## src/rtl/plc_fbg_pkg.sv

```systemverilog
package plc_fbg_pkg;
  localparam int MODE_W    = 5;
  localparam int RATE_W    = 4;
  localparam int SYNC_BITS = 11;
  localparam int HDR_BITS  = 12;
  localparam int TAIL_BITS = 6;
  localparam int MODE_LAST = 20;
  localparam int REP_FROM  = 16;
  localparam logic [SYNC_BITS-1:0] SYNC_WORD = 11'h247;

  typedef enum logic [1:0] {
    SEG_SYNC = 2'd0,
    SEG_HDR  = 2'd1,
    SEG_DATA = 2'd2,
    SEG_TAIL = 2'd3
  } seg_t;

  typedef enum logic {
    FEC_REP  = 1'b0,
    FEC_CONV = 1'b1
  } fec_t;

  function automatic logic mode_legal(input logic [MODE_W-1:0] m);
    return int'(m) <= MODE_LAST;
  endfunction

  function automatic logic mode_rep(input logic [MODE_W-1:0] m);
    return int'(m) >= REP_FROM;
  endfunction

  function automatic logic [RATE_W-1:0] mode_rate(input logic [MODE_W-1:0] m);
    logic [RATE_W-1:0] r;
    case (m)
      5'd0, 5'd2, 5'd16:        r = 4'd8;
      5'd1, 5'd17, 5'd19:       r = 4'd7;
      5'd3:                     r = 4'd6;
      5'd4, 5'd18, 5'd20:       r = 4'd5;
      5'd5, 5'd6, 5'd9:         r = 4'd3;
      default:                  r = 4'd2;
    endcase
    return r;
  endfunction
endpackage

```

## src/rtl/plc_fbg_req_check.sv

```systemverilog
module plc_fbg_req_check
  import plc_fbg_pkg::*;
#(
  parameter int LEN_W   = 12,
  parameter int LEN_MIN = 96,
  parameter int LEN_MAX = 2152
) (
  input  logic [MODE_W-1:0] mode,
  input  logic [LEN_W-1:0]  len,
  output logic              ok,
  output logic              rep,
  output logic [RATE_W-1:0] rate
);
  logic len_in;
  always_comb begin
    len_in = (int'(len) >= LEN_MIN) && (int'(len) <= LEN_MAX);
    ok     = len_in && mode_legal(mode);
    rep    = mode_rep(mode);
    rate   = mode_rate(mode);
  end
endmodule

```

## src/rtl/plc_fbg_seq.sv

```systemverilog
module plc_fbg_seq
  import plc_fbg_pkg::*;
#(
  parameter int LEN_W = 12
) (
  input  logic             clk,
  input  logic             rst_n,
  input  logic             start,
  input  logic [LEN_W-1:0] len,
  input  logic             rep,
  input  logic             pay_valid,
  output logic             busy,
  output logic             pay_ready,
  output logic             emit,
  output seg_t             seg,
  output logic [LEN_W-1:0] idx
);
  logic busy_q;
  seg_t seg_q;
  logic [LEN_W-1:0] idx_q;
  logic seg_last;

  always_comb begin
    case (seg_q)
      SEG_SYNC: seg_last = idx_q == LEN_W'(SYNC_BITS - 1);
      SEG_HDR:  seg_last = idx_q == LEN_W'(HDR_BITS - 1);
      SEG_DATA: seg_last = idx_q == len - LEN_W'(1);
      default:  seg_last = idx_q == LEN_W'(TAIL_BITS - 1);
    endcase
    pay_ready = busy_q && (seg_q == SEG_DATA);
    emit      = busy_q && ((seg_q != SEG_DATA) || pay_valid);
  end

  always_ff @(posedge clk or negedge rst_n) begin
    if (!rst_n) begin
      busy_q <= 1'b0;
      seg_q  <= SEG_SYNC;
      idx_q  <= '0;
    end else if (start) begin
      busy_q <= 1'b1;
      seg_q  <= SEG_SYNC;
      idx_q  <= '0;
    end else if (emit) begin
      if (seg_last) begin
        idx_q <= '0;
        case (seg_q)
          SEG_SYNC: seg_q <= SEG_HDR;
          SEG_HDR:  seg_q <= SEG_DATA;
          SEG_DATA: begin
            if (rep) busy_q <= 1'b0;
            else     seg_q  <= SEG_TAIL;
          end
          default:  busy_q <= 1'b0;
        endcase
      end else begin
        idx_q <= idx_q + LEN_W'(1);
      end
    end
  end

  assign busy = busy_q;
  assign seg  = seg_q;
  assign idx  = idx_q;

  p_hold_on_stall_r4: assert property (@(posedge clk) disable iff (!rst_n)
    (pay_ready && !pay_valid) |=> ($stable(idx_q) && $stable(seg_q)));
  p_no_start_busy_r11: assert property (@(posedge clk) disable iff (!rst_n)
    busy_q |-> !start);
endmodule

```

## src/rtl/plc_fbg_emit.sv

```systemverilog
module plc_fbg_emit
  import plc_fbg_pkg::*;
#(
  parameter int LEN_W = 12
) (
  input  logic              clk,
  input  logic              rst_n,
  input  logic              emit,
  input  seg_t              seg,
  input  logic [LEN_W-1:0]  idx,
  input  logic [MODE_W-1:0] mode,
  input  logic              rep,
  input  logic [RATE_W-1:0] rate,
  input  logic              pay_bit,
  output logic              o_valid,
  output logic              o_bit,
  output seg_t              o_seg,
  output fec_t              o_fec,
  output logic [RATE_W-1:0] o_rate,
  output logic              o_init
);
  logic              nx_bit;
  fec_t              nx_fec;
  logic [RATE_W-1:0] nx_rate;
  logic              nx_init;
  logic              first;

  always_comb begin
    first   = idx == '0;
    nx_bit  = 1'b0;
    nx_fec  = FEC_CONV;
    nx_rate = rate;
    case (seg)
      SEG_SYNC: begin
        nx_bit  = SYNC_WORD[idx[3:0]];
        nx_fec  = FEC_REP;
        nx_rate = RATE_W'(8);
      end
      SEG_HDR: begin
        nx_bit  = (int'(idx) < MODE_W) ? mode[idx[2:0]] : 1'b0;
        nx_rate = RATE_W'(8);
      end
      SEG_DATA: begin
        nx_bit = pay_bit;
        nx_fec = rep ? FEC_REP : FEC_CONV;
      end
      default: nx_bit = 1'b0;
    endcase
    nx_init = first && ((seg == SEG_HDR) || (seg == SEG_DATA));
  end

  always_ff @(posedge clk or negedge rst_n) begin
    if (!rst_n) begin
      o_valid <= 1'b0;
      o_bit   <= 1'b0;
      o_seg   <= SEG_SYNC;
      o_fec   <= FEC_REP;
      o_rate  <= '0;
      o_init  <= 1'b0;
    end else begin
      o_valid <= emit;
      o_init  <= emit && nx_init;
      if (emit) begin
        o_bit  <= nx_bit;
        o_seg  <= seg;
        o_fec  <= nx_fec;
        o_rate <= nx_rate;
      end
    end
  end

  p_sync_rep_r2: assert property (@(posedge clk) disable iff (!rst_n)
    (o_valid && o_seg == SEG_SYNC) |-> (o_fec == FEC_REP && o_rate == RATE_W'(8)));
  p_hdr_conv_r3: assert property (@(posedge clk) disable iff (!rst_n)
    (o_valid && o_seg == SEG_HDR) |-> (o_fec == FEC_CONV && o_rate == RATE_W'(8)));
  p_tail_zero_r5: assert property (@(posedge clk) disable iff (!rst_n)
    (o_valid && o_seg == SEG_TAIL) |-> (!o_bit && o_fec == FEC_CONV));
  p_init_place_r8: assert property (@(posedge clk) disable iff (!rst_n)
    o_init |-> (o_valid && (o_seg == SEG_HDR || o_seg == SEG_DATA)));
endmodule

```

## src/rtl/plc_frame_bitgen.sv

```systemverilog
module plc_frame_bitgen
  import plc_fbg_pkg::*;
#(
  parameter int LEN_W   = 12,
  parameter int LEN_MIN = 96,
  parameter int LEN_MAX = 2152
) (
  input  logic                 clk,
  input  logic                 rst_n,
  input  logic                 req_valid,
  output logic                 req_ready,
  input  logic [MODE_W-1:0]    req_mode,
  input  logic [LEN_W-1:0]     req_len,
  output logic                 req_err,
  input  logic                 pay_valid,
  output logic                 pay_ready,
  input  logic                 pay_bit,
  output logic                 out_valid,
  output logic                 out_bit,
  output logic [1:0]           out_seg,
  output logic                 out_fec,
  output logic [RATE_W-1:0]    out_rate,
  output logic                 out_init
);
  logic              chk_ok, chk_rep;
  logic [RATE_W-1:0] chk_rate;
  logic              busy, emit, start_evt, refuse_evt;
  seg_t              seg;
  logic [LEN_W-1:0]  idx;
  logic [MODE_W-1:0] mode_q;
  logic [LEN_W-1:0]  len_q;
  logic              rep_q;
  logic [RATE_W-1:0] rate_q;
  logic              err_q;
  seg_t              o_seg;
  fec_t              o_fec;

  plc_fbg_req_check #(.LEN_W(LEN_W), .LEN_MIN(LEN_MIN), .LEN_MAX(LEN_MAX)) u_check (
    .mode(req_mode), .len(req_len), .ok(chk_ok), .rep(chk_rep), .rate(chk_rate)
  );

  assign start_evt  = req_valid && !busy && chk_ok;
  assign refuse_evt = req_valid && !busy && !chk_ok;

  always_ff @(posedge clk or negedge rst_n) begin
    if (!rst_n) begin
      mode_q <= '0;
      len_q  <= '0;
      rep_q  <= 1'b0;
      rate_q <= '0;
      err_q  <= 1'b0;
    end else begin
      err_q <= refuse_evt;
      if (start_evt) begin
        mode_q <= req_mode;
        len_q  <= req_len;
        rep_q  <= chk_rep;
        rate_q <= chk_rate;
      end
    end
  end

  plc_fbg_seq #(.LEN_W(LEN_W)) u_seq (
    .clk(clk), .rst_n(rst_n), .start(start_evt), .len(len_q), .rep(rep_q),
    .pay_valid(pay_valid), .busy(busy), .pay_ready(pay_ready), .emit(emit),
    .seg(seg), .idx(idx)
  );

  plc_fbg_emit #(.LEN_W(LEN_W)) u_emit (
    .clk(clk), .rst_n(rst_n), .emit(emit), .seg(seg), .idx(idx), .mode(mode_q),
    .rep(rep_q), .rate(rate_q), .pay_bit(pay_bit), .o_valid(out_valid),
    .o_bit(out_bit), .o_seg(o_seg), .o_fec(o_fec), .o_rate(out_rate),
    .o_init(out_init)
  );

  assign req_ready = !busy;
  assign req_err   = err_q;
  assign out_seg   = o_seg;
  assign out_fec   = o_fec;

  p_err_quiet_r9: assert property (@(posedge clk) disable iff (!rst_n)
    req_err |-> (!out_valid && req_ready));
  p_err_pulse_r10: assert property (@(posedge clk) disable iff (!rst_n)
    req_err |=> (!out_valid));
  p_rep_no_tail_r6: assert property (@(posedge clk) disable iff (!rst_n)
    (out_valid && o_seg == SEG_TAIL) |-> !rep_q);
  p_data_fec_r5: assert property (@(posedge clk) disable iff (!rst_n)
    (out_valid && o_seg == SEG_DATA) |-> (o_fec == (rep_q ? FEC_REP : FEC_CONV)));
endmodule

```

## config.mk

```make
export PLATFORM = sky130hd
export DESIGN_NAME = plc_frame_bitgen
export DESIGN_NICKNAME = d
export VERILOG_FILES = /design/src/rtl/plc_fbg_pkg.sv /design/src/rtl/plc_fbg_req_check.sv /design/src/rtl/plc_fbg_seq.sv /design/src/rtl/plc_fbg_emit.sv /design/src/rtl/plc_frame_bitgen.sv
export SDC_FILE = /design/constraint.sdc
export NUM_CORES = 1
export LEC_CHECK = 0
export CELL_PAD_IN_SITES_DETAIL_PLACEMENT = 2
export CELL_PAD_IN_SITES_GLOBAL_PLACEMENT = 2
export CORE_ASPECT_RATIO = 1.1
export CORE_MARGIN = 2
export CORE_UTILIZATION = 32
export CTS_CLUSTER_SIZE = 8
export DETAILED_ROUTE_END_ITERATION = 12
export GPL_TIMING_DRIVEN = 0
export PLACE_DENSITY = 0.83
export SYNTH_ARGS = -nofsm -noshare
export SYNTH_HDL_FRONTEND = slang
export SYNTH_SLANG_ARGS = --single-unit
```

## constraint.sdc

```tcl
create_clock -name clk -period 2.75 [get_ports clk]
set_input_delay 0.4125 -clock clk [delete_from_list [all_inputs] [get_ports clk]]
set_output_delay 0.4125 -clock clk [all_outputs]
set_load 0.005 [all_outputs]
```

# Word level (Yosys, flattened, before mapping)

Memory sizes are Yosys's and may differ from the RTL's. A register that Yosys moved wholly into a read port is not among the register bits.
Index checks and enable logic that the tools add are counted.

Add/sub/neg operators: 2
Order comparisons: 7
Equality and inequality tests: 10
Muxes and demuxes: 22
Reduce and logical (&&, ||, !) cells: 22

Operators by type and width:

| operator                | number |
|---|---|
| $mux W12                | 3 |
| $eq A12 B4 Y1 const B   | 2 |
| $add A12 B1 Y12 const B | 1 |
| $eq A12 B12 Y1          | 1 |
| $eq A12 B3 Y1 const B   | 1 |
| $ge A12 B7 Y1 const B   | 1 |
| $le A12 B12 Y1 const B  | 1 |
| $logic_not A12 Y1       | 1 |
| $lt A12 B3 Y1 const B   | 1 |
| $sub A12 B1 Y12 const B | 1 |
| $logic_and A1 B1 Y1     | 9 |
| $mux W1                 | 8 |
| $mux W2                 | 4 |
| $reduce_and A4 Y1       | 2 |
| $ne A3 B3 Y1 const B    | 2 |
| $pmux W1 S3             | 2 |
| $pmux W2 S3             | 1 |
| $ge A5 B5 Y1 const B    | 1 |
| $le A5 B5 Y1 const B    | 1 |
| $lt A4 B5 Y1 const B    | 1 |
| $lt A3 B4 Y1 const B    | 1 |
| $mux W4                 | 1 |
| $pmux W1 S2             | 2 |
| $reduce_bool A2 Y1      | 2 |
| 10 further kinds        | 13 |

Bits in registers: 44
ROM bits: 144
Output and inout bits: 13
Word-level logic and storage cells: 78
Memories kept: 2

Memories:

| memory           | depth | width | read ports | clocked after memory_dff | write ports | RTL line           | source |
|---|---|---|---|---|---|---|---|
| (name not given) | 32    | 4     | 1          | 1                        | 0           | plc_fbg_pkg.sv:33  | `case (m)` |
| (name not given) | 16    | 1     | 1          | 0                        | 0           | plc_fbg_emit.sv:35 | `nx_bit = SYNC_WORD[idx[3:0]];` |

# Longest topological paths before layout

Depth in word-level cells: 6
Gate-level depth with buffers: 12
Gate-level depth less buffers: 10

# Modules after synthesis

Synthesis repeated with hierarchy kept, for this count alone.

Cells, all modules: 292
Area, all modules: 3085.5 um2

By module, submodules not included:

| module            | instances | cells an instance | area each (um2) |
|---|---|---|---|
| plc_fbg_seq       | 1         | 161               | 1381.3 |
| plc_frame_bitgen  | 1         | 51                | 952.2 |
| plc_fbg_emit      | 1         | 55                | 579.3 |
| plc_fbg_req_check | 1         | 25                | 172.7 |

# Worst setup path after synthesis

No wires, ideal clock.

Path kind: reg2reg
From: reg u_seq.seg_q[0], in the netlist u_seq.seg[0]
To: reg u_seq.idx_q[10], in the netlist u_seq.idx[10]
Arrival time: 2.461 ns
Required time: 2.613 ns
Slack: 0.152 ns
Cell stages (with the launch flop): 12
Buffers on the path: 2
Clock period less this slack: 2.598 ns
Cell sequence: dfrtp_1 -> inv_1 -> ha_1 -> clkbuf_1 -> nor2b_1 -> or3_1 -> a2111oi_0 -> nand4_1 -> nor4_1 -> a31o_1 -> buf_6 -> a21oi_1

Cells in the longest elaborated chain, start to end: 5

Ends and longest elaborated chain:

| item                                 | RTL line          | source |
|---|---|---|
| start: declaration                   | plc_fbg_seq.sv:19 | `seg_t seg_q;` |
| start signal: assignment             | plc_fbg_seq.sv:37 | `seg_q <= SEG_SYNC;` |
| start signal: assignment             | plc_fbg_seq.sv:41 | `seg_q <= SEG_SYNC;` |
| start signal: assignment             | plc_fbg_seq.sv:47 | `SEG_SYNC: seg_q <= SEG_HDR;` |
| $eq A2 B2 Y1 (tied with other cells) | plc_fbg_seq.sv:24 | `case (seg_q)` |
| $pmux W1 S3                          | plc_fbg_seq.sv:24 |  |
| $mux W12                             | plc_fbg_seq.sv:44 | `if (seg_last) begin` |
| $mux W12                             | plc_fbg_seq.sv:43 | `end else if (emit) begin` |
| $mux W12                             | plc_fbg_seq.sv:39 | `end else if (start) begin` |
| end signal: assignment               | plc_fbg_seq.sv:56 | `idx_q <= idx_q + LEN_W'(1);` |
| end: declaration                     | plc_fbg_seq.sv:20 | `logic [LEN_W-1:0] idx_q;` |

Parallel ways exist; a longest one is shown, timed or not. The select of a mux whose other input is x is not followed.
A chain may end at the register's enable or synchronous reset.

# Final worst setup path

Ends and elaborated chain as after synthesis.

==> qor.txt <==
status: complete, but fails checks
failing checks: negative setup slack
Die Span Y: 105 um
pre-CTS WS: -0.628 ns
FMAX: 342 MHz
M2 GR Usage: 35.7%
Worst Hold Margin: 0.0662 ns
setup ws final: -0.171 ns
VDD IR max: 203 uV
Hold Fails Final Rpt: 0
GRT Overall Usage: 19.4%
RSZ-0062 raised after global routing: true
Pleak: 1.63 nW
Async S/R FF share, synth: 100%
Clk Latency, worst-skew pair: 0.31 ns
Layout area overhead: 31.5%
sequence of cells on the critical path: inv_2, ha_4, nand2b_4, or3_4, a2111oi_2, nand4_1, nor4_4, a31o_1, buf_6, a21oi_1
clk buf depth: 2
Hold Buf Count CTS: 0
met1 Track Usage GR: 24.0%
DRC: 0
Syn Inst Count: 315
CORE AREA: 8920 um2
grt ovf: 0
Synth Register Bits: 48
Setup violations, final: 15
antenna viol nets, final: 0
Final GP Congestion: 0.896
Final Skew: 0.00541 ns
Ports: 35
endpoint class of the critical path: flop
WL/cell: 21.8 um
Slew @ Worst Pin: 0.716 ns
Yosys cell types: 53
DR iter-0 viols: 80
dpl cell area: 3450 um2
Commonest cells post-synth: dfrtp_1, nand2_1, o21ai_0
crit share post-route: 106%
Clk pin slew, worst setup/hold paths: 0.09 ns
Syn Area/Cell: 9.41 um2
critical path peak fanout: 5
Mapped Nets: 346
Worst slew margin: 52.3%
Crit-path slowest cell: dfrtp_1
largest net degree at the start of global routing: 29
design area: 3900 um2
area of the die: 10000 um2
share of Yosys cell area claimed by the top area cell type: 40.5%
cts bufs inserted: 5
Max H-tree Level: 2
# rows: 36
total power: 2.50 mW
worst path arrival time: 3.08 ns
EDFF count, synth: 0
first-pass GRT wire length: 15200 um
power per cell area: 640 nW/um2
Most used DFF post-synth: dfrtp_1
gr busiest metal: met2
mapped cell area: 2960 um2
die extent in x: 95.8 um
Yosys Warn Count: 0
Initial Util: 33.2%
CTS tree: done
1st-pass router iterations: 4
post-synth top area cell: dfrtp_1
critical path class: flop to flop
layout cells sized above 1: 23.1%
# diodes: 0
Via Count: 2724
Tmin final: 2.92 ns
clk sinks: 48
IO Port Bufs: 33
Worst Path Required: 2.91 ns
count leader, synth: dfrtp_1
initial antenna violation count: 0
nets: 403
register area share after synthesis: 40.5%
Slew Viols, Final: 0
drt via density: 5.60
CTS root buffer: clkbuf_8
Hold Crit Class: primary input to asynchronous set/reset pin
Max Cap Violations: 0
GR Util met3: 2.16%
wirelength, routed: 10600 um
Core Util, Final: 43.7%
top cells by area, synth: dfrtp_1, mux2_2, o21ai_0
slowest cell delay on critical path: 0.44 ns
critical path startpoint category: flop
detailed placement HPWL: 6930 um
via count of the first global-routing pass: 2956
## cells in the final DEF (no fill, tap or decap), drive strengths merged, types with 2 or more instances in the layout
master,netlist,final
xnor2,13,13
clkdlybuf4s50,0,32
a32o,2,2
nor3,13,13
a311oi,2,2
o21a,3,3
nand4,4,4
or4,2,2
inv,14,14
and2,3,3
nand2,32,32
ha,9,9
o2111ai,2,2
nor4,13,13
nand2b,7,7
or3,5,5
o31a,7,7
o31ai,2,2
buf,6,26
mux2i,7,7
a21oi,13,13
xor2,3,3
nand3,8,8
o21ai,29,29
nor3b,2,2
a211oi,3,3
nor2,10,10
nor2b,4,4
clkbuf,15,19
dfrtp,48,48
mux2,18,18
## critical path: cells and delay by family, from the launching register on
kind / cells / cell delay, ns
and+or+nand+nor: 4 / 1.10
AOI/OAI and AO/OA: 3 / 0.66
DFF: 1 / 0.44
adders and majority gates: 1 / 0.31
buffers and inverters: 2 / 0.25
## registers in the layout, indices dropped and copies added, names as in the netlist, 2 cells and up
signal,cells
u_seq.idx,12
len_q,12
mode_q,5
u_seq.seg,2
u_emit.o_seg,2
rate_q,4
u_emit.o_rate,4
## cell type report
type	instances	area, um2
clock buffer	6	82.6
sequential	48	1200
inverter	14	52.6
timing repair buffer	54	515
clock inverter	1	8.76
tap	114	143
multi-input combinational	232	1810
buffer	17	88.8
fill	956	5020
## layer usage
metal	up-vias	wire [um]
met4	0	170
li1	1259	-
met5	-	0
met1	1401	4400
met3	11	259
met2	53	5780
## through the flow
step / cells / TNS, ns
finish: 486 / -1.91
CTS: 474 / 0
floorplan: 315 / 0
detailed placement: 463 / -9.36
global route: 486 / -3.04
global placement: 462 / -15.17
## power by group
group | internal (mW) | total [mW] | switching [mW]
clock | 0.201 | 0.458 | 0.256
sequential | 0.818 | 0.923 | 0.106
combinational | 0.478 | 1.11 | 0.637
total | 1.50 | 2.50 | 0.999
## worst paths after layout
check                           slack (ns)                         start  depth (start not counted)                           end
worst max-delay path                 -0.17      u_seq.seg[0]$_DFFE_PN0P_                         10     u_seq.idx[10]$_DFFE_PN0N_
worst min-delay path                  0.07                         rst_n                          1          len_q[4]$_DFFE_PN0N_
worst max register to register       -0.17      u_seq.seg[0]$_DFFE_PN0P_                         10     u_seq.idx[10]$_DFFE_PN0N_
worst min register to register        0.49  u_emit.o_rate[2]$_DFFE_PN0P_                          2  u_emit.o_rate[2]$_DFFE_PN0P_
max in group asynchronous             2.15                         rst_n                          2             rep_q$_DFFE_PN0N_
min in group clk                      0.49  u_emit.o_rate[2]$_DFFE_PN0P_                          2  u_emit.o_rate[2]$_DFFE_PN0P_
## kinds of logic after synthesis
group,synth area share [%]
muxes,9.20
buffers and inverters,5.32
and+or+nand+nor,18.4
DFF,40.5
xor gates and xnor gates,5.49
adders and majority gates,3.80
AOI/OAI and AO/OA,17.3
## repair_timing
item | 4_1_cts | 5_1_grt
setup buffers | 6 | 13
endpoints found under the setup margin | 16 | 19
cloned | 1 | 0
resized for setup | 21 | 24
pin swaps | 12 | 10
Note: power is estimated with default switching activity, not from simulation.
